==> src/rtl/fs_pin_pkg.sv <==
package fs_pin_pkg;

   typedef enum logic [2:0] {
      RX_GPIO,
      RX_FS,
      RX_FLAG_OUT,
      RX_FLAG_IN,
      RX_BUFEN,
      RX_OFF
   } rx_role_e;

   localparam int GPIO_CODE_W = 2;
   localparam logic [GPIO_CODE_W-1:0] GPIO_DISC  = 2'b00;
   localparam logic [GPIO_CODE_W-1:0] GPIO_INPUT = 2'b01;
   localparam logic [GPIO_CODE_W-1:0] GPIO_DRIVE = 2'b10;

   function automatic rx_role_e decode_rx_role(input logic gpio, input logic syn,
                                               input logic bufen, input logic rx_out);
      rx_role_e r;
      if (gpio)        r = RX_GPIO;
      else if (!syn)   r = RX_FS;
      else if (!bufen) r = rx_out ? RX_FLAG_OUT : RX_FLAG_IN;
      else             r = rx_out ? RX_BUFEN : RX_OFF;
      return r;
   endfunction

endpackage

==> src/rtl/fs_in_sync.sv <==
module fs_in_sync #(
   parameter int STAGES = 2
) (
   input  logic clk,
   input  logic rst_n,
   input  logic d,
   output logic q
);
   if (STAGES < 0 || STAGES > 8) begin : g_bad_depth
      $error("fs_in_sync: STAGES must lie in 0..8");
   end

   if (STAGES == 0) begin : g_pass
      assign q = d;
   end else begin : g_chain
      logic [STAGES-1:0] chain;
      always_ff @(posedge clk or negedge rst_n) begin
         if (!rst_n) chain <= '0;
         else        chain <= (chain << 1) | STAGES'(d);
      end
      assign q = chain[STAGES-1];
   end
endmodule

==> src/rtl/fs_gpio_cell.sv <==
module fs_gpio_cell
   import fs_pin_pkg::*;
(
   input  logic [GPIO_CODE_W-1:0] code,
   input  logic                   dout,
   input  logic                   pad_s,
   output logic                   oe,
   output logic                   out,
   output logic                   din
);
   always_comb begin
      oe  = 1'b0;
      out = 1'b0;
      din = 1'b0;
      unique case (code)
         GPIO_DRIVE: begin oe = 1'b1; out = dout; end
         GPIO_INPUT: din = pad_s;
         default:    ;
      endcase
   end
endmodule

==> src/rtl/fs_flag_unit.sv <==
module fs_flag_unit (
   input  logic clk,
   input  logic rst_n,
   input  logic net_mode,
   input  logic frame_stb,
   input  logic slot_stb,
   input  logic of1_set,
   input  logic cap_en,
   input  logic pin_s,
   output logic of1_q,
   output logic if1_q
);
   logic bnd;
   assign bnd = net_mode ? slot_stb : frame_stb;

   always_ff @(posedge clk or negedge rst_n) begin
      if (!rst_n) begin
         of1_q <= 1'b0;
         if1_q <= 1'b0;
      end else begin
         if (bnd)           of1_q <= of1_set;
         if (bnd && cap_en) if1_q <= pin_s;
      end
   end

   // output flag moves only at the selected boundary
   p_of1_boundary_r7: assert property (@(posedge clk) disable iff (!rst_n)
      !(net_mode ? slot_stb : frame_stb) |=> $stable(of1_q));
   // input flag holds outside a boundary in flag-input role
   p_if1_hold_r8: assert property (@(posedge clk) disable iff (!rst_n)
      !(cap_en && (net_mode ? slot_stb : frame_stb)) |=> $stable(if1_q));
   p_if1_take_r8: assert property (@(posedge clk) disable iff (!rst_n)
      (cap_en && (net_mode ? slot_stb : frame_stb)) |=> (if1_q == $past(pin_s)));
endmodule

==> src/rtl/fs_pin_mux.sv <==
module fs_pin_mux
   import fs_pin_pkg::*;
#(
   parameter int SYNC_STAGES = 2
) (
   input  logic       clk,
   input  logic       rst_n,
   input  logic       gpio_mode_i,
   input  logic [3:0] gpio_cfg_i,
   input  logic [1:0] gpio_dout_i,
   output logic [1:0] gpio_din_o,
   input  logic       sync_mode_i,
   input  logic       net_mode_i,
   input  logic       bufen_sel_i,
   input  logic       rx_fs_out_i,
   input  logic       tx_fs_out_i,
   input  logic       rx_fs_gen_i,
   input  logic       tx_fs_gen_i,
   input  logic       frame_strobe_i,
   input  logic       slot_strobe_i,
   input  logic       tx_slot_active_i,
   input  logic       of1_set_i,
   output logic       if1_o,
   output logic       rx_fs_core_o,
   output logic       tx_fs_core_o,
   input  logic       rx_pad_i,
   output logic       rx_pad_oe_o,
   output logic       rx_pad_o,
   input  logic       tx_pad_i,
   output logic       tx_pad_oe_o,
   output logic       tx_pad_o
);
   localparam int NUM_PADS = 2;

   if ($bits(gpio_cfg_i) != NUM_PADS * GPIO_CODE_W) begin : g_bad_cfg
      $error("fs_pin_mux: GPIO code field width mismatch");
   end

   logic [NUM_PADS-1:0] pad_raw, pad_s;
   logic [NUM_PADS-1:0] g_oe, g_out, g_din;
   assign pad_raw = {tx_pad_i, rx_pad_i};

   for (genvar p = 0; p < NUM_PADS; p++) begin : g_pad
      fs_in_sync #(.STAGES(SYNC_STAGES)) u_sync (
         .clk(clk), .rst_n(rst_n), .d(pad_raw[p]), .q(pad_s[p]));
      fs_gpio_cell u_gpio (
         .code (gpio_cfg_i[p*GPIO_CODE_W +: GPIO_CODE_W]),
         .dout (gpio_dout_i[p]),
         .pad_s(pad_s[p]),
         .oe   (g_oe[p]),
         .out  (g_out[p]),
         .din  (g_din[p]));
   end

   rx_role_e role;
   assign role = decode_rx_role(gpio_mode_i, sync_mode_i, bufen_sel_i, rx_fs_out_i);

   logic of1_q, if1_q;
   fs_flag_unit u_flags (
      .clk(clk), .rst_n(rst_n), .net_mode(net_mode_i),
      .frame_stb(frame_strobe_i), .slot_stb(slot_strobe_i),
      .of1_set(of1_set_i), .cap_en(role == RX_FLAG_IN),
      .pin_s(pad_s[0]), .of1_q(of1_q), .if1_q(if1_q));

   logic tx_fs_sel, rx_fs_sel;
   logic rx_oe_n, rx_out_n, tx_oe_n, tx_out_n, rx_core_n, tx_core_n;
   logic [NUM_PADS-1:0] din_n;

   assign tx_fs_sel = tx_fs_out_i ? tx_fs_gen_i : pad_s[1];
   assign rx_fs_sel = rx_fs_out_i ? rx_fs_gen_i : pad_s[0];

   always_comb begin
      rx_oe_n   = 1'b0;
      rx_out_n  = 1'b0;
      din_n     = '0;
      tx_oe_n   = tx_fs_out_i;
      tx_out_n  = tx_fs_out_i & tx_fs_gen_i;
      tx_core_n = tx_fs_sel;
      rx_core_n = sync_mode_i ? tx_fs_sel : rx_fs_sel;
      unique case (role)
         RX_GPIO: begin
            rx_oe_n   = g_oe[0];
            rx_out_n  = g_out[0];
            tx_oe_n   = g_oe[1];
            tx_out_n  = g_out[1];
            din_n     = g_din;
            tx_core_n = 1'b0;
            rx_core_n = 1'b0;
         end
         RX_FS: begin
            rx_oe_n  = rx_fs_out_i;
            rx_out_n = rx_fs_out_i & rx_fs_gen_i;
         end
         RX_FLAG_OUT: begin
            rx_oe_n  = 1'b1;
            rx_out_n = of1_q;
         end
         RX_BUFEN: begin
            rx_oe_n  = 1'b1;
            rx_out_n = tx_slot_active_i;
         end
         default: ;
      endcase
   end

   assign rx_pad_oe_o  = rst_n & rx_oe_n;
   assign rx_pad_o     = rst_n & rx_out_n;
   assign tx_pad_oe_o  = rst_n & tx_oe_n;
   assign tx_pad_o     = rst_n & tx_out_n;
   assign gpio_din_o   = rst_n ? din_n : '0;
   assign rx_fs_core_o = rst_n & rx_core_n;
   assign tx_fs_core_o = rst_n & tx_core_n;
   assign if1_o        = if1_q;

   // quiet pads during reset
   p_reset_quiet_r1: assert property (@(posedge clk)
      !rst_n |-> !(rx_pad_oe_o | tx_pad_oe_o | rx_pad_o | tx_pad_o | if1_o));
   // an undriven pad shows 0
   p_idle_zero_r2: assert property (@(posedge clk) disable iff (!rst_n)
      (!rx_pad_oe_o |-> !rx_pad_o) and (!tx_pad_oe_o |-> !tx_pad_o));
   // shared clocking shares one frame sync
   p_shared_fs_r5: assert property (@(posedge clk) disable iff (!rst_n)
      (sync_mode_i && !gpio_mode_i) |-> (rx_fs_core_o == tx_fs_core_o));
   // flag output role drives the held flag
   p_flag_drive_r6: assert property (@(posedge clk) disable iff (!rst_n)
      (sync_mode_i && !gpio_mode_i && !bufen_sel_i && rx_fs_out_i)
         |-> (rx_pad_oe_o && rx_pad_o == of1_q));
   // buffer enable follows active slots
   p_bufen_r9: assert property (@(posedge clk) disable iff (!rst_n)
      (sync_mode_i && !gpio_mode_i && bufen_sel_i && rx_fs_out_i)
         |-> (rx_pad_oe_o && rx_pad_o == tx_slot_active_i));
   // invalid combination leaves the pad undriven
   p_off_r10: assert property (@(posedge clk) disable iff (!rst_n)
      (sync_mode_i && !gpio_mode_i && bufen_sel_i && !rx_fs_out_i) |-> !rx_pad_oe_o);
   // transmit pad direction
   p_tx_dir_r4: assert property (@(posedge clk) disable iff (!rst_n)
      !gpio_mode_i |-> (tx_pad_oe_o == tx_fs_out_i));
endmodule

==> config.mk <==
export PLATFORM = sky130hd
export DESIGN_NAME = fs_pin_mux
export DESIGN_NICKNAME = d
export VERILOG_FILES = /design/src/rtl/fs_pin_pkg.sv /design/src/rtl/fs_in_sync.sv /design/src/rtl/fs_gpio_cell.sv /design/src/rtl/fs_flag_unit.sv /design/src/rtl/fs_pin_mux.sv
export SDC_FILE = /design/constraint.sdc
export NUM_CORES = 1
export LEC_CHECK = 0
export BUFFER_PORTS_ARGS = -buffer_cell sky130_fd_sc_hd__buf_2
export CORE_AREA = 2 2 39 41
export DETAILED_ROUTE_END_ITERATION = 16
export DIE_AREA = 0 0 41 43
export HOLD_SLACK_MARGIN = 0.12
export PLACE_DENSITY = 0.77
export SYNTH_ARGS = -nofsm -noshare
export SYNTH_HDL_FRONTEND = slang
export SYNTH_HIERARCHICAL = 1
export SYNTH_SLANG_ARGS = --single-unit
export TNS_END_PERCENT = 5
==> constraint.sdc <==
create_clock -name clk -period 1.6 [get_ports clk]
set_input_delay 0 -clock clk [delete_from_list [all_inputs] [get_ports clk]]
set_output_delay 0 -clock clk [all_outputs]
set_load 0.05 [all_outputs]
== Yosys cells after proc, flatten, opt, wreduce, memory -nomap -nowiden ==
Cells that the tools add are included.
Operators by class
  divide/modulo/power cells: 0
  shifts and indexed selects: 0
  bitwise operators: 10
  multiplexer cells: 23
  multipliers: 0
  equality and inequality tests: 8
  reduce and logical (&&, ||, !) cells: 3
  add/sub/neg operators: 0
  order comparisons: 0
Operator list (count)
  1-bit 2-to-1 mux: 16
  3-bit 2-to-1 mux: 3
  1-bit AND: 8
  3-bit by 2-bit == test with 1-bit output (second input constant): 2
  2-bit by 1-bit == test with 1-bit output (second input constant): 2
  2-bit == test (second input constant): 2
  2-bit 2-to-1 mux: 2
  2-bit by 1-bit OR with 2-bit output: 2
  1-bit case mux with 4 select lines: 1
  3-bit by 1-bit == test with 1-bit output (second input constant): 1
  3-bit == test (second input constant): 1
  3-bit zero test: 1
  1-bit case mux with 3 select lines: 1
  2-bit OR reduction: 1
  1-bit logical AND: 1
Storage, ports and cells
  ROM bits: 0
  register bits after elaboration: 6
  bits in latches: 0
  memories: 0
  RAM bits: 0
  input bits: 22

== Depth between registers and ports, before layout ==
Gate-level depths: netlist of the first run.
  word-level depth: 8
  mapped depth: 6

== Hierarchy ==
Netlist of the first run, hierarchy kept.
By module, submodules not included
  fs_pin_mux: cells an instance 25, area each 178.9 um^2, seq. area each 0.0 um^2, times used 1
  fs_in_sync: cells an instance 2, area each 50.0 um^2, seq. area each 50.0 um^2, times used 2
  fs_flag_unit: cells an instance 6, area each 88.8 um^2, seq. area each 50.0 um^2, times used 1
  fs_gpio_cell: cells an instance 3, area each 28.8 um^2, seq. area each 0.0 um^2, times used 2

== Least setup slack after synthesis of the first run ==
No wires, ideal clock.
  path type: register -> output
  start: register g_pad[0].u_sync.g_chain.chain[1]
  end: output port rx_fs_core_o
  slack: -0.097 ns
  arrival time: 1.697 ns
  stages on the path, launching flop included: 4
  required time: 1.600 ns
  cells stage by stage: dfrtp_1 > nor2b_1 > a211oi_1 > a211oi_1
On the way
  cells in the longest elaborated chain, start to end: 4
RTL lines
  from (decl): RTL line fs_in_sync.sv:16  | logic [STAGES-1:0] chain;
  from (signal assigned): RTL line fs_in_sync.sv:19  | else chain <= (chain << 1) | STAGES'(d);
  1-bit 2-to-1 mux: RTL line fs_pin_mux.sv:70  | assign rx_fs_sel = rx_fs_out_i ? rx_fs_gen_i : pad_s[0];
  1-bit 2-to-1 mux: RTL line fs_pin_mux.sv:79  | rx_core_n = sync_mode_i ? tx_fs_sel : rx_fs_sel;
  1-bit 2-to-1 mux: RTL line fs_pin_mux.sv:80  | unique case (role)
  1-bit AND: RTL line fs_pin_mux.sv:111  | assign rx_fs_core_o = rst_n & rx_core_n;
  to (decl): RTL line fs_pin_mux.sv:24  | output logic rx_fs_core_o,
No other way between the ends.

== Worst setup path in the final report of the first run ==
  start: input port rst_n
  end: output port rx_fs_core_o
On the way
  cells in the longest elaborated chain, start to end: 1
RTL lines
  from (decl): RTL line fs_pin_mux.sv:7  | input logic rst_n,
  1-bit AND: RTL line fs_pin_mux.sv:111
No other way between the ends.

==> impl_metrics.env, run 1 <==
export IMPL_routed_wl_um=961
export IMPL_start_kind="input pin"
export IMPL_antenna_found_initial=0
export IMPL_power_density_mw_per_mm2=718.6
export IMPL_place_gp_congestion=0.6679
export IMPL_htreeDepth=1
export IMPL_clk_pin_slew_ps=50
export IMPL_synthesis_area_um2=425.4
export IMPL_highest_layer="met3"
export IMPL_tightest_slew_ps=229.4
export IMPL_rows=14
export IMPL_critical_path_class="in -> out"
export IMPL_start_util_pct=30.74
export IMPL_setup_violations=0
export IMPL_critPathCapture="rx_fs_core_o"
export IMPL_cp_end_kind="primary output"
export IMPL_seqPwrFrac_pct=37.0
export IMPL_grt_pass1_wl_mm=1.414
export IMPL_ant_nets=0
export IMPL_reg2reg_slack_ps=810
export IMPL_synthToLayoutAreaGrowth_pct=53.24
export IMPL_avgSynthCellArea_um2=10.38
export IMPL_grt_pass1_vias=400
export IMPL_worst_clock_skew_ps=3.759
export IMPL_numCtsBuffers=3
export IMPL_leakage_nw=0.3596
export IMPL_first_iter_violations=5
export IMPL_nets=101
export IMPL_critPathMaxFanout=13
export IMPL_fillers=148
export IMPL_final_common_cell="buf_2"
export IMPL_multi_input_area_um2=269.0
export IMPL_dr_wl_met2_um=473
export IMPL_avgViaCountPerCell=4.538
export IMPL_setup_slack_ps=286.6
export IMPL_ys_warn_count=6
export IMPL_ys_ff_latch=6
export IMPL_vias=422
export IMPL_cts_repair_resized=0
export IMPL_status="finished, final reports clean"
export IMPL_intPower_mw=0.3158
export IMPL_setup_tns_final_ps=0
export IMPL_worstPathArrival_ps=1310
export IMPL_cts_tree="yes"
export IMPL_hp_class="in -> async"
export IMPL_ioPinCount=31
export IMPL_post_cts_buffers=0
export IMPL_grt_setup_unrepaired="no"
export IMPL_r2r_start="g_pad[0].u_sync/g_chain.chain[1]"
export IMPL_swShare_pct=32.59
export IMPL_num_antenna_cells=0
export IMPL_pwr_share_comb_pct=34.2
export IMPL_register_area_um2=150.1
export IMPL_stdcell_count=93
export IMPL_synth_area_leaders="dfrtp_1 (35%), mux2i_1 (12%), and3b_2 (9.4%), nor2b_1 (5.9%), and2b_2 (4.1%)"
export IMPL_grt_total_usage_pct=11.62
export IMPL_clock_path_buffers=2
export IMPL_yosys_area_top_type_share_pct=35.29
export IMPL_layout_common_cells="buf_2 (30), dfrtp_1 (6), mux2i_1 (5)"
export IMPL_slew_headroom_pct=84.27
export IMPL_timing_critical_path_required_ps=1600
export IMPL_pre_cts_slack_ps=411.7
export IMPL_min_period_ps=1313
export IMPL_synth_cell_types=20
export IMPL_drv_cap=0
export IMPL_drc=0
export IMPL_dpl_cell_count=86
export IMPL_drv_slew=0
export IMPL_die_h_um=43
export IMPL_grt_max_degree=14
export IMPL_coreArea_mm2=0.001384
export IMPL_first_pass_iters=4
export IMPL_overflow=0
export IMPL_crit_path_start="rst_n"
export IMPL_drive_above_1_share_pct=57.14
export IMPL_numClockSinks=6
export IMPL_ir_drop_mv=0.3582
export IMPL_hold_violations=0
export IMPL_drt_met1_wl_um=401
export IMPL_cts_root_buffer="clkbuf_4"
export IMPL_numPortBuffers=30
export IMPL_post_route_period_util_pct=82.09
export IMPL_syn_inst=41
export IMPL_dieArea_mm2=0.001763
export IMPL_fmax_ghz=0.7614
export IMPL_wl_per_cell_um=10.33
export IMPL_dr_wl_met3_um=86
export IMPL_reg2reg_depth=1
export IMPL_yosysSeqAreaShare_pct=35.29
export IMPL_p_clk_share_pct=28.8
export IMPL_synth_net_count=63
export IMPL_netSwitchingPower_mw=0.1526
export IMPL_clk_latency_ps=240
export IMPL_synth_top_cell_by_area="dfrtp_1"
export IMPL_die_x_um=41
export IMPL_worstReg2RegEnd="u_flags/if1_q"
layout make-up:
class | count | share of cell area [%]
clock buffer | 3 | 3.455
sequential | 6 | 23.03
multi-input combinational | 34 | 41.27
tap | 16 | 3.071
timing repair buffer | 34 | 29.17
cell families (layout without fill, tap and decap cells):
family / Yosys count / after routing / share of synthesized area (%)
and+or+nand+nor: 23 / 23 / 38.24
DFF: 6 / 6 / 35.29
muxes: 7 / 7 / 17.06
buffers and inverters: 1 / 37 / 2.647
AOI/OAI and AO/OA: 4 / 4 / 6.763
registers in the layout, summed over array words and instances, names as in the netlist:
signal / flops
g_pad.u_sync/g_chain.chain: 4
u_flags/if1_q: 1
u_flags/of1_q: 1
through the flow:
| stage | util (%) | hold slack (ps) | area (um^2) | total power [mW] |
|---|---|---|---|---|
| 6_report | 47.11 | 154.1 | 651.9 | 0.4684 |
| 3_5_place_dp | 42.59 | -127.7 | 589.3 | 0.3305 |
| 5_1_grt | 47.11 | 169.6 | 651.9 | 0.4943 |
| 2_1_floorplan | - | -295.6 | 430.4 | 0.2751 |
| 4_1_cts | 47.11 | 146.1 | 651.9 | 0.4784 |
| 3_3_place_gp | 42.59 | -140.2 | 589.3 | 0.3273 |
critical path, stage by stage:
cell           delay (ps)
dlygate4sd3_1         520
buf_2                 240
nand2b_1              120
a211oi_2              140
buf_2                 290
timing repair:
| item | CTS | global route |
|---|---|---|
| endpoints found under the hold margin | 9 | 0 |
| hold buffers | 4 | 0 |
| setup endpoints to repair | 0 | 0 |
power groups by stage:
stage / registers [mW] / clock network (mW) / logic [mW]
global placement: 0.176 / 0 / 0.152
detailed placement: 0.176 / 0 / 0.155
CTS: 0.174 / 0.143 / 0.162
floorplan: 0.197 / 0 / 0.0780
finish: 0.173 / 0.135 / 0.160
global route: 0.175 / 0.148 / 0.171
cells in the mapped netlist, drive strengths merged:
cell type and instances:
o221ai 1, and3b 4, nor2 2, nand2b 2, dfrtp 6, and2b 2
mux2i 5, nor2b 4, buf 1, mux2 2, and3 3, a211oi 2
nand3b 1, nand2 3, and2 1, o21ai 1, or2 1
routing by layer:
metal	global-route usage [%]	vias up
met2	18.13	21
li1	-	219
met5	0	-
met1	14.43	182
met3	2.094	0
met4	6.000	0
how the worst min path moves through the flow:
| stage | slack, ps | endpoint | cells after the start |
|---|---|---|---|
| final | 150 | g_pad[1].u_sync/g_chain.chain[0] | 2 |
| after global routing | 170 | g_pad[1].u_sync/g_chain.chain[0] | 2 |
| after CTS | 150 | g_pad[1].u_sync/g_chain.chain[0] | 2 |
| after detailed placement | -130 | u_flags/of1_q | 1 |
| after global placement | -140 | g_pad[0].u_sync/g_chain.chain[0] | 1 |
| after floorplan | -300 | g_pad[0].u_sync/g_chain.chain[0] | 0 |
Note: power is estimated with default switching activity, not from simulation.
==> inputs of run 2 (changes only) <==
--- a/config.mk
+++ b/config.mk
@@ -10,7 +10,7 @@
 export DETAILED_ROUTE_END_ITERATION = 16
 export DIE_AREA = 0 0 41 43
 export HOLD_SLACK_MARGIN = 0.12
-export PLACE_DENSITY = 0.77
+export PLACE_DENSITY = 0.79
 export SYNTH_ARGS = -nofsm -noshare
 export SYNTH_HDL_FRONTEND = slang
 export SYNTH_HIERARCHICAL = 1
==> constraint.sdc (replaced) <==
create_clock -name clk -period 1.2 [get_ports clk]
set_input_delay 0 -clock clk [delete_from_list [all_inputs] [get_ports clk]]
set_output_delay 0 -clock clk [all_outputs]
set_load 0.05 [all_outputs]
==> run 2 against run 1 <==
  * First-iteration DRC count shrank 20%
  * Sequential cell count is the same
  * Largest power group is now combinational logic
  * Clock-buffer cell count stayed put
  * The flow now finishes with violations (setup timing)
  * Wire length rose by 12%
  * Highest routed layer unchanged
==> impl_metrics.env, run 2 (same netlist as run 1, synthesis figures left out) <==
export IMPL_numCtsBuffers=3
export IMPL_netSwitchingPower_mw=0.2169
export IMPL_cts_root_buffer="clkbuf_4"
export IMPL_violations="setup timing"
export IMPL_min_period_ps=1202
export IMPL_grt_pass1_wl_mm=1.718
export IMPL_power_density_mw_per_mm2=919.9
export IMPL_hp_class="in -> reg"
export IMPL_die_x_um=41
export IMPL_rows=14
export IMPL_min_delay_path_depth=3
export IMPL_min_delay_start="frame_strobe_i"
export IMPL_num_antenna_cells=0
export IMPL_setup_slack_ps=-1.880
export IMPL_swShare_pct=33.30
export IMPL_synthToLayoutAreaGrowth_pct=66.47
export IMPL_cts_tree="yes"
export IMPL_seqPwrFrac_pct=35.8
export IMPL_drc=0
export IMPL_ir_drop_mv=0.5089
export IMPL_post_route_period_util_pct=100.2
export IMPL_numPortBuffers=30
export IMPL_first_iter_violations=4
export IMPL_worst_clock_skew_ps=7.606
export IMPL_first_pass_iters=4
export IMPL_reg2reg_depth=1
export IMPL_drive_above_1_share_pct=61.54
export IMPL_drv_slew=0
export IMPL_die_h_um=43
export IMPL_r2r_start="g_pad[0].u_sync/g_chain.chain[1]"
export IMPL_setup_tns_final_ps=-1.880
export IMPL_final_common_cell="buf_2"
export IMPL_reg2reg_slack_ps=400
export IMPL_multi_input_area_um2=292.8
export IMPL_critPathMaxFanout=2
export IMPL_routed_wl_mm=1.079
export IMPL_hold_violations=0
export IMPL_fillers=139
export IMPL_start_kind="flop"
export IMPL_vias=444
export IMPL_grt_total_usage_pct=14.68
export IMPL_largest_register="g_pad.u_sync/g_chain.chain"
export IMPL_intPower_mw=0.4345
export IMPL_post_cts_buffers=0
export IMPL_overflow=0
export IMPL_pwr_share_comb_pct=36.3
export IMPL_leakage_nw=0.3718
export IMPL_place_gp_congestion=0.7100
export IMPL_worstPathArrival_ps=1200
export IMPL_grt_setup_unrepaired="yes"
export IMPL_layout_common_cells="buf_2 (26), dfrtp_1 (6)"
export IMPL_clk_latency_ps=240
export IMPL_register_area_um2=150.1
export IMPL_clk_pin_slew_ps=50
export IMPL_hold_path_end="u_flags/of1_q"
export IMPL_nets=102
export IMPL_cp_end_kind="primary output"
export IMPL_avgViaCountPerCell=4.723
export IMPL_fmax_ghz=0.8320
export IMPL_ant_nets=0
export IMPL_reg_top3="g_pad.u_sync/g_chain.chain: 4 flops, u_flags/if1_q: 1 flops, u_flags/of1_q: 1 flops"
export IMPL_worstReg2RegEnd="u_flags/if1_q"
export IMPL_wl_per_cell_um=11.48
export IMPL_largest_register_ffs=4
export IMPL_dpl_hpwl_um=797.6
export IMPL_dieArea_mm2=0.001763
export IMPL_critical_path_class="reg -> out"
export IMPL_ioPinCount=31
export IMPL_htreeDepth=1
export IMPL_clock_path_buffers=2
export IMPL_tightest_slew_ps=262.7
export IMPL_post_route_util_pct=51.18
export IMPL_numClockSinks=6
export IMPL_drv_cap=0
export IMPL_grt_max_degree=10
export IMPL_setup_violations=1
export IMPL_start_util_pct=30.74
export IMPL_antenna_found_initial=0
export IMPL_coreArea_mm2=0.001384
export IMPL_status="finished with violations"
export IMPL_p_clk_share_pct=27.9
export IMPL_grt_pass1_vias=457
export IMPL_pre_cts_slack_ps=31.53
export IMPL_slew_headroom_pct=82.14
export IMPL_p_total_mw=0.6514
export IMPL_timing_critical_path_required_ps=1200
## run 2: changes by cell type in the layout (fill, tap and decap cells not counted)
cell,previous run,this run
a211oi_4,0,1
nor2b_1,4,3
mux2i_2,0,1
buf_2,30,26
buf_6,0,4
a211oi_1,1,0
buf_4,0,1
nor2b_4,0,1
mux2i_1,5,4
## run 2: layout make-up
cell class                 instances  area share [%]
clock buffer                       3           3.180
multi-input combinational         34           41.34
sequential                         6           21.20
tap                               16           2.827
timing repair buffer              35           31.45
## run 2: layer usage
layer  wire (um)  GRT usage, %
met1         453         16.17
met2         536         24.06
met3          90         3.665
met4           0         8.000
met5           0             0
## run 2: repair_timing
action / 4_1_cts / 5_1_grt
hold buffers: 4 / 0
hold endpoints to repair: 9 / 0
setup endpoints to repair: 4 / 4
pin swaps: 2 / 1
gates resized for setup: 11 / 1
## run 2: worst max path at each step
stage	end	cells after the start	start
detailed placement	rx_fs_core_o	4	g_pad[0].u_sync/g_chain.chain[1]
CTS	rx_pad_o	4	u_flags/of1_q
finish	rx_pad_o	4	u_flags/of1_q
global placement	rx_fs_core_o	4	g_pad[0].u_sync/g_chain.chain[1]
global route	rx_pad_o	4	u_flags/of1_q
floorplan	tx_fs_core_o	2	g_pad[1].u_sync/g_chain.chain[1]
## run 2: metrics by stage
step	area, um^2	hold slack (ps)	cells
floorplan	437.9	-295.6	41
global placement	604.3	-136.8	87
detailed placement	604.3	-129.7	87
CTS	704.4	166.0	94
global route	708.2	184.9	94
finish	708.2	182.0	94
## run 2: critical path: stages (launching register included)
cell,delay [ps]
dfrtp_1,370
mux2i_1,140
o221ai_1,120
and3_1,170
buf_6,150
## run 2: power by group through the flow
stage / registers, mW / clock network (mW) / logic (mW)
2_1_floorplan: 0.263 / 0 / 0.108
3_3_place_gp: 0.234 / 0 / 0.209
3_5_place_dp: 0.236 / 0 / 0.213
4_1_cts: 0.233 / 0.195 / 0.236
5_1_grt: 0.235 / 0.206 / 0.253
6_report: 0.233 / 0.182 / 0.237
